## src/rtl/pm_upd_pkg.sv

```systemverilog
package pm_upd_pkg;

  typedef enum logic [1:0] {
    UPD_SW   = 2'b00,
    UPD_PIN  = 2'b01,
    UPD_TMR  = 2'b10,
    UPD_TMR2 = 2'b11
  } upd_mode_e;

  function automatic logic mode_is_sw(input logic [1:0] m);
    return m == UPD_SW;
  endfunction

  function automatic logic mode_is_timer(input logic [1:0] m);
    return m[1];
  endfunction

endpackage

```

## src/rtl/pm_upd_trigger.sv

```systemverilog
module pm_upd_trigger
  import pm_upd_pkg::*;
#(
  parameter int SYNC_STAGES = 2,
  parameter int TICK_DIV    = 16
) (
  input  logic       clk,
  input  logic       rst_n,
  input  logic [1:0] mode,
  input  logic       sw_upd,
  input  logic       ext_pin,
  output logic       latch,
  output logic       sw_rise,
  output logic       pin_rise,
  output logic       tick
);
  localparam int PW = (TICK_DIV > 2) ? $clog2(TICK_DIV) : 1;
  localparam logic [PW-1:0] LAST = PW'(TICK_DIV - 1);

  logic                   sw_q;
  logic [SYNC_STAGES-1:0] sync_q;
  logic                   pin_prev;
  logic [PW-1:0]          pre_q;

  always_ff @(posedge clk or negedge rst_n) begin
    if (!rst_n) begin
      sw_q     <= 1'b0;
      sync_q   <= '0;
      pin_prev <= 1'b0;
    end else begin
      sw_q     <= sw_upd;
      sync_q   <= {sync_q[SYNC_STAGES-2:0], ext_pin};
      pin_prev <= sync_q[SYNC_STAGES-1];
    end
  end

  // Prescaler runs only in timer mode and restarts from zero on entry.
  always_ff @(posedge clk or negedge rst_n) begin
    if (!rst_n) begin
      pre_q <= '0;
    end else if (!mode_is_timer(mode) || tick) begin
      pre_q <= '0;
    end else begin
      pre_q <= pre_q + 1'b1;
    end
  end

  assign sw_rise  = sw_upd & ~sw_q;
  assign pin_rise = sync_q[SYNC_STAGES-1] & ~pin_prev;
  assign tick     = mode_is_timer(mode) && (pre_q == LAST);

  always_comb begin
    unique case (mode)
      UPD_SW:  latch = sw_rise;
      UPD_PIN: latch = pin_rise;
      default: latch = tick;
    endcase
  end

endmodule

```

## src/rtl/pm_cnt_bank.sv

```systemverilog
module pm_cnt_bank #(
  parameter int NUM_CNT = 4,
  parameter int CNT_W   = 8
) (
  input  logic                     clk,
  input  logic                     rst_n,
  input  logic [NUM_CNT-1:0]       inc,
  input  logic                     latch,
  output logic [NUM_CNT*CNT_W-1:0] cnt_flat,
  output logic [NUM_CNT*CNT_W-1:0] hold_flat
);
  localparam logic [CNT_W-1:0] CMAX = '1;

  // Next running value: restart on latch, otherwise saturating add.
  function automatic logic [CNT_W-1:0] cnt_next(input logic [CNT_W-1:0] cur,
                                                input logic             en,
                                                input logic             clr);
    if (clr)             return {{(CNT_W-1){1'b0}}, en};
    else if (!en)        return cur;
    else if (cur == CMAX) return cur;
    else                 return cur + 1'b1;
  endfunction

  for (genvar i = 0; i < NUM_CNT; i++) begin : g_cnt
    logic [CNT_W-1:0] run_q;
    logic [CNT_W-1:0] hold_q;

    always_ff @(posedge clk or negedge rst_n) begin
      if (!rst_n) begin
        run_q  <= '0;
        hold_q <= '0;
      end else begin
        run_q <= cnt_next(run_q, inc[i], latch);
        if (latch) hold_q <= run_q;
      end
    end

    assign cnt_flat[i*CNT_W +: CNT_W]  = run_q;
    assign hold_flat[i*CNT_W +: CNT_W] = hold_q;
  end

endmodule

```

## src/rtl/pm_upd_status.sv

```systemverilog
module pm_upd_status
  import pm_upd_pkg::*;
(
  input  logic       clk,
  input  logic       rst_n,
  input  logic [1:0] mode,
  input  logic       sw_upd,
  input  logic       latch,
  output logic       status
);
  // Software mode holds status until the request drops; other modes pulse.
  function automatic logic status_next(input logic cur, input logic lat,
                                       input logic sw_m, input logic req);
    if (lat)       return 1'b1;
    else if (sw_m) return cur & req;
    else           return 1'b0;
  endfunction

  always_ff @(posedge clk or negedge rst_n) begin
    if (!rst_n) status <= 1'b0;
    else        status <= status_next(status, latch, mode_is_sw(mode), sw_upd);
  end

endmodule

```

## src/rtl/pm_update_ctrl.sv

```systemverilog
module pm_update_ctrl #(
  parameter int NUM_CNT     = 4,
  parameter int CNT_W       = 8,
  parameter int TICK_DIV    = 16,
  parameter int SYNC_STAGES = 2
) (
  input  logic                     clk,
  input  logic                     rst_n,
  input  logic [NUM_CNT-1:0]       evt_inc,
  input  logic [1:0]               upd_mode,
  input  logic                     sw_upd,
  input  logic                     ext_upd_pin,
  output logic [NUM_CNT*CNT_W-1:0] hold_flat,
  output logic                     upd_status
);
  logic                     latch_evt;
  logic                     sw_rise;
  logic                     pin_rise;
  logic                     tmr_tick;
  logic [NUM_CNT*CNT_W-1:0] cnt_flat;

  pm_upd_trigger #(.SYNC_STAGES(SYNC_STAGES), .TICK_DIV(TICK_DIV)) u_trig (
    .clk(clk), .rst_n(rst_n), .mode(upd_mode), .sw_upd(sw_upd),
    .ext_pin(ext_upd_pin), .latch(latch_evt), .sw_rise(sw_rise),
    .pin_rise(pin_rise), .tick(tmr_tick)
  );

  pm_cnt_bank #(.NUM_CNT(NUM_CNT), .CNT_W(CNT_W)) u_bank (
    .clk(clk), .rst_n(rst_n), .inc(evt_inc), .latch(latch_evt),
    .cnt_flat(cnt_flat), .hold_flat(hold_flat)
  );

  pm_upd_status u_stat (
    .clk(clk), .rst_n(rst_n), .mode(upd_mode), .sw_upd(sw_upd),
    .latch(latch_evt), .status(upd_status)
  );

endmodule

```

## config.mk

```make
export PLATFORM = sky130hd
export DESIGN_NAME = pm_update_ctrl
export DESIGN_NICKNAME = d
export VERILOG_FILES = /design/src/rtl/pm_upd_pkg.sv /design/src/rtl/pm_upd_trigger.sv /design/src/rtl/pm_cnt_bank.sv /design/src/rtl/pm_upd_status.sv /design/src/rtl/pm_update_ctrl.sv
export SDC_FILE = /design/constraint.sdc
export NUM_CORES = 1
export LEC_CHECK = 0
export CORE_ASPECT_RATIO = 1.25
export CORE_MARGIN = 1
export CORE_UTILIZATION = 49
export DETAILED_ROUTE_END_ITERATION = 10
export PLACE_DENSITY = 0.75
export SKIP_CTS_REPAIR_TIMING = 1
export SYNTH_ARGS = -nofsm -noshare
export SYNTH_HDL_FRONTEND = slang
export SYNTH_SLANG_ARGS = --single-unit
```

## constraint.sdc

```tcl
create_clock -name clk -period 1.8 [get_ports clk]
set_input_delay 0.18 -clock clk [delete_from_list [all_inputs] [get_ports clk]]
set_output_delay 0.18 -clock clk [all_outputs]
set_load 0.01 [all_outputs]
```

==> run metrics <==
Ant. Diodes 0; flops & latches, synth 73; final worst-path cycle share 104.6%; fin worst setup slack -0.08273 ns; RSZ-0062 raised after global routing true; Vias 2394; full die area 6856 µm²; initial antenna violation count 0; Synth Cell Area 3198 µm²; Total Power 4.007 mW; Finished Core Util 71.67%; Fin. Hold Viols 0; Final Setup Violations 45; drt drc 0; synthesis-to-finish area growth 39.98%; CTS root buf clkbuf_8; CTS sink cnt 73; CTS max path bufs 2; PortBufs 42; Slew HR about two thirds; Final GP Congestion around 0.80; Hold WC Path Type primary input to register; crit path DAT 2.11 ns; fill cell count 455; CP Launch Type register; Critical R2R Launch u_trig.pre_q[1]; failing checks setup timing; total track usage between 10% and 20%; YS warnings 0; critical path peak fanout 7; first-pass GRT wire length 10050 µm; CTS Buf Count 9; layout cells sized above 1 26.36%; Setup crit end kind register; post-route ant nets 0; vias in the first global route around 2200; average routed wire per standard cell 16.24 µm; CTS tree done; 1st-iter DRT viols 65; non-filler instance count after layout 434; IO Count between 40 and 50; Max IR drop VDD 0.0006409 V; Die Width ~74 µm; Synth Area per Inst 11.89 µm²; setup TNS -2.112 ns; Leak 2.047 nW; core area 6246 µm²; Die Span Y 92.33 µm; drt first pass iters 4; H-tree depth 3; dpl cells 405; Pwr Density 895.0 nW/µm²; post-synthesis sequential area ratio 57.12%; WL final 7050 µm; clock latency at the later pin of the worst-skew pair 0.34 ns; setup skew after layout 0.006443 ns; placed wire-length estimate about 4000 µm; CTS clock-pin slew for the worst setup and hold paths 0.07 ns; Period minus WS final approximately 1.9 ns; Syn Inst Count roughly 270; largest net degree at the start of global routing 41; initial core utilization 51.20%; Post-Place Setup Slack -0.1617 ns; DR vias/cell 5.516; count of standard-cell rows 32; status complete, but fails checks; critical hold path startpoint ext_upd_pin; Fmax between 500 and 600 MHz; Critical Path RT around 2.0 ns; Pins Over Slew Limit 0; Congestion Overflow GR 0; CP Class register to register; MaxCap Viol Count 0; worst-margin pin slew between 0.5 and 0.6 ns; final net count 359; Crit. Startpoint u_trig.pre_q[1]; Post-Syn Nets between 200 and 300; Synth cell types 28
-- power by group --
group / internal (mW) / total [mW] / switching, mW / leakage [nW]
Combinational: 0.491 / 0.815 / 0.324 / 0.973
Sequential: 1.80 / 1.95 / 0.153 / 0.977
Clock: 0.676 / 1.24 / 0.563 / 0.0974
Total: 2.97 / 4.01 / 1.04 / 2.05
-- sequential cells by signal, indices dropped and copies added, names as in the netlist --
| name | cells |
|---|---|
| u_bank.g_cnt.hold_q | 32 |
| u_bank.g_cnt.run_q | 32 |
| u_stat.status | 1 |
| u_trig.pin_prev | 1 |
| u_trig.pre_q | 4 |
| u_trig.sw_q | 1 |
| u_trig.sync_q | 2 |
-- layer usage --
layer | vias up | wire (µm) | track usage, %
met5 | - | 0 | 0
met1 | 1211 | 3092 | 24.49
met4 | 0 | 146 | 7.075
met2 | 57 | 3560 | 30.98
li1 | 1115 | - | -
met3 | 11 | 251 | 5.658
-- cell type report --
cell class                      count  area, µm²  share of cell area (%)
Timing Repair Buffer               71      803.3                   17.94
Sequential cell                    73       1827                   40.80
Inverter                            2      7.507                  0.1677
Clock inverter                      3      40.04                  0.8944
Tap cell                           85      106.4                   2.376
Multi-Input combinational cell    187       1544                   34.49
Clock buffer                       13      148.9                   3.326
-- cell families after synthesis --
kind of cell	synth area share, %
buffers and inverters	1.330
xor gates and xnor gates	4.108
adders and majority gates	1.956
AOI/OAI and AO/OA	7.081
muxes	14.44
DFF	57.12
and+or+nand+nor	13.97
-- through the flow --
stage | hold slack (ns) | area, µm²
global placement | 0.1846 | 3845
CTS | -0.1851 | 4034
detailed placement | 0.1887 | 3845
floorplan | -0.1156 | 3198
finish | 0.2866 | 4477
global route | 0.2773 | 4477
-- layout by cell type, fill, tap and decap left out, types with 4 or more instances in the layout --
cell type	synthesis	routed
ha_1	5	4
clkdlybuf4s50_1	0	41
buf_4	0	12
xor2_1	15	15
buf_6	0	6
clkbuf_8	0	10
nand4_1	8	8
clkbuf_16	0	4
nor2_1	29	21
buf_12	0	4
dfrtp_1	73	73
o21ai_0	13	8
nand2_1	15	15
mux2_4	0	32
o211ai_1	7	7
mux2i_1	9	9
nor2_2	0	5
nand3_1	13	12
o21ai_1	0	5
and3_1	9	9
-- worst max-delay path: stages, from the launching register on --
cell and delay, ns:
dfrtp_1 0.40, ha_4 0.17, nand3_4 0.07, a222oi_1 0.33, buf_4 0.29, clkbuf_16 0.20, mux2_4 0.30
-- final timing paths --
kind                                              to  slack [ns]  depth (start not counted)
max                        u_bank.g_cnt[2].hold_q[0]       -0.08                          6
min                                 u_trig.sync_q[0]        0.29                          1
max reg2reg                u_bank.g_cnt[2].hold_q[0]       -0.08                          6
min reg2reg                         u_trig.sync_q[1]        0.36                          0
max in group asynchronous   u_bank.g_cnt[2].run_q[0]        0.88                          3
min in group asynchronous              u_stat.status        0.36                          2
-- synth_stat cells --
library cell / count / area (µm²)
and4_1: 2 / 17.52
nand3_1: 13 / 65.06
or3_1: 2 / 12.51
mux2_2: 33 / 371.6
mux2i_1: 9 / 90.09
nand4_1: 8 / 50.05
a2bb2oi_1: 4 / 35.03
nand2b_1: 3 / 18.77
and2_1: 3 / 18.77
and3_1: 9 / 56.30
o211ai_1: 7 / 52.55
a211oi_1: 1 / 7.510
o211a_1: 1 / 10.01
nor4b_1: 1 / 8.760
inv_1: 2 / 7.510
nor2_1: 29 / 108.9
xor2_1: 15 / 131.4
nor3_1: 3 / 15.01
o21ai_0: 13 / 65.06
a222oi_1: 1 / 10.01
ha_1: 5 / 62.56
buf_2: 7 / 35.03
a311oi_1: 1 / 8.760
o2111ai_1: 2 / 17.52
dfrtp_1: 73 / 1827
nor2b_1: 3 / 18.77
nand2_1: 15 / 56.30
a21oi_1: 4 / 20.02
(Power assumes the default switching activity.)
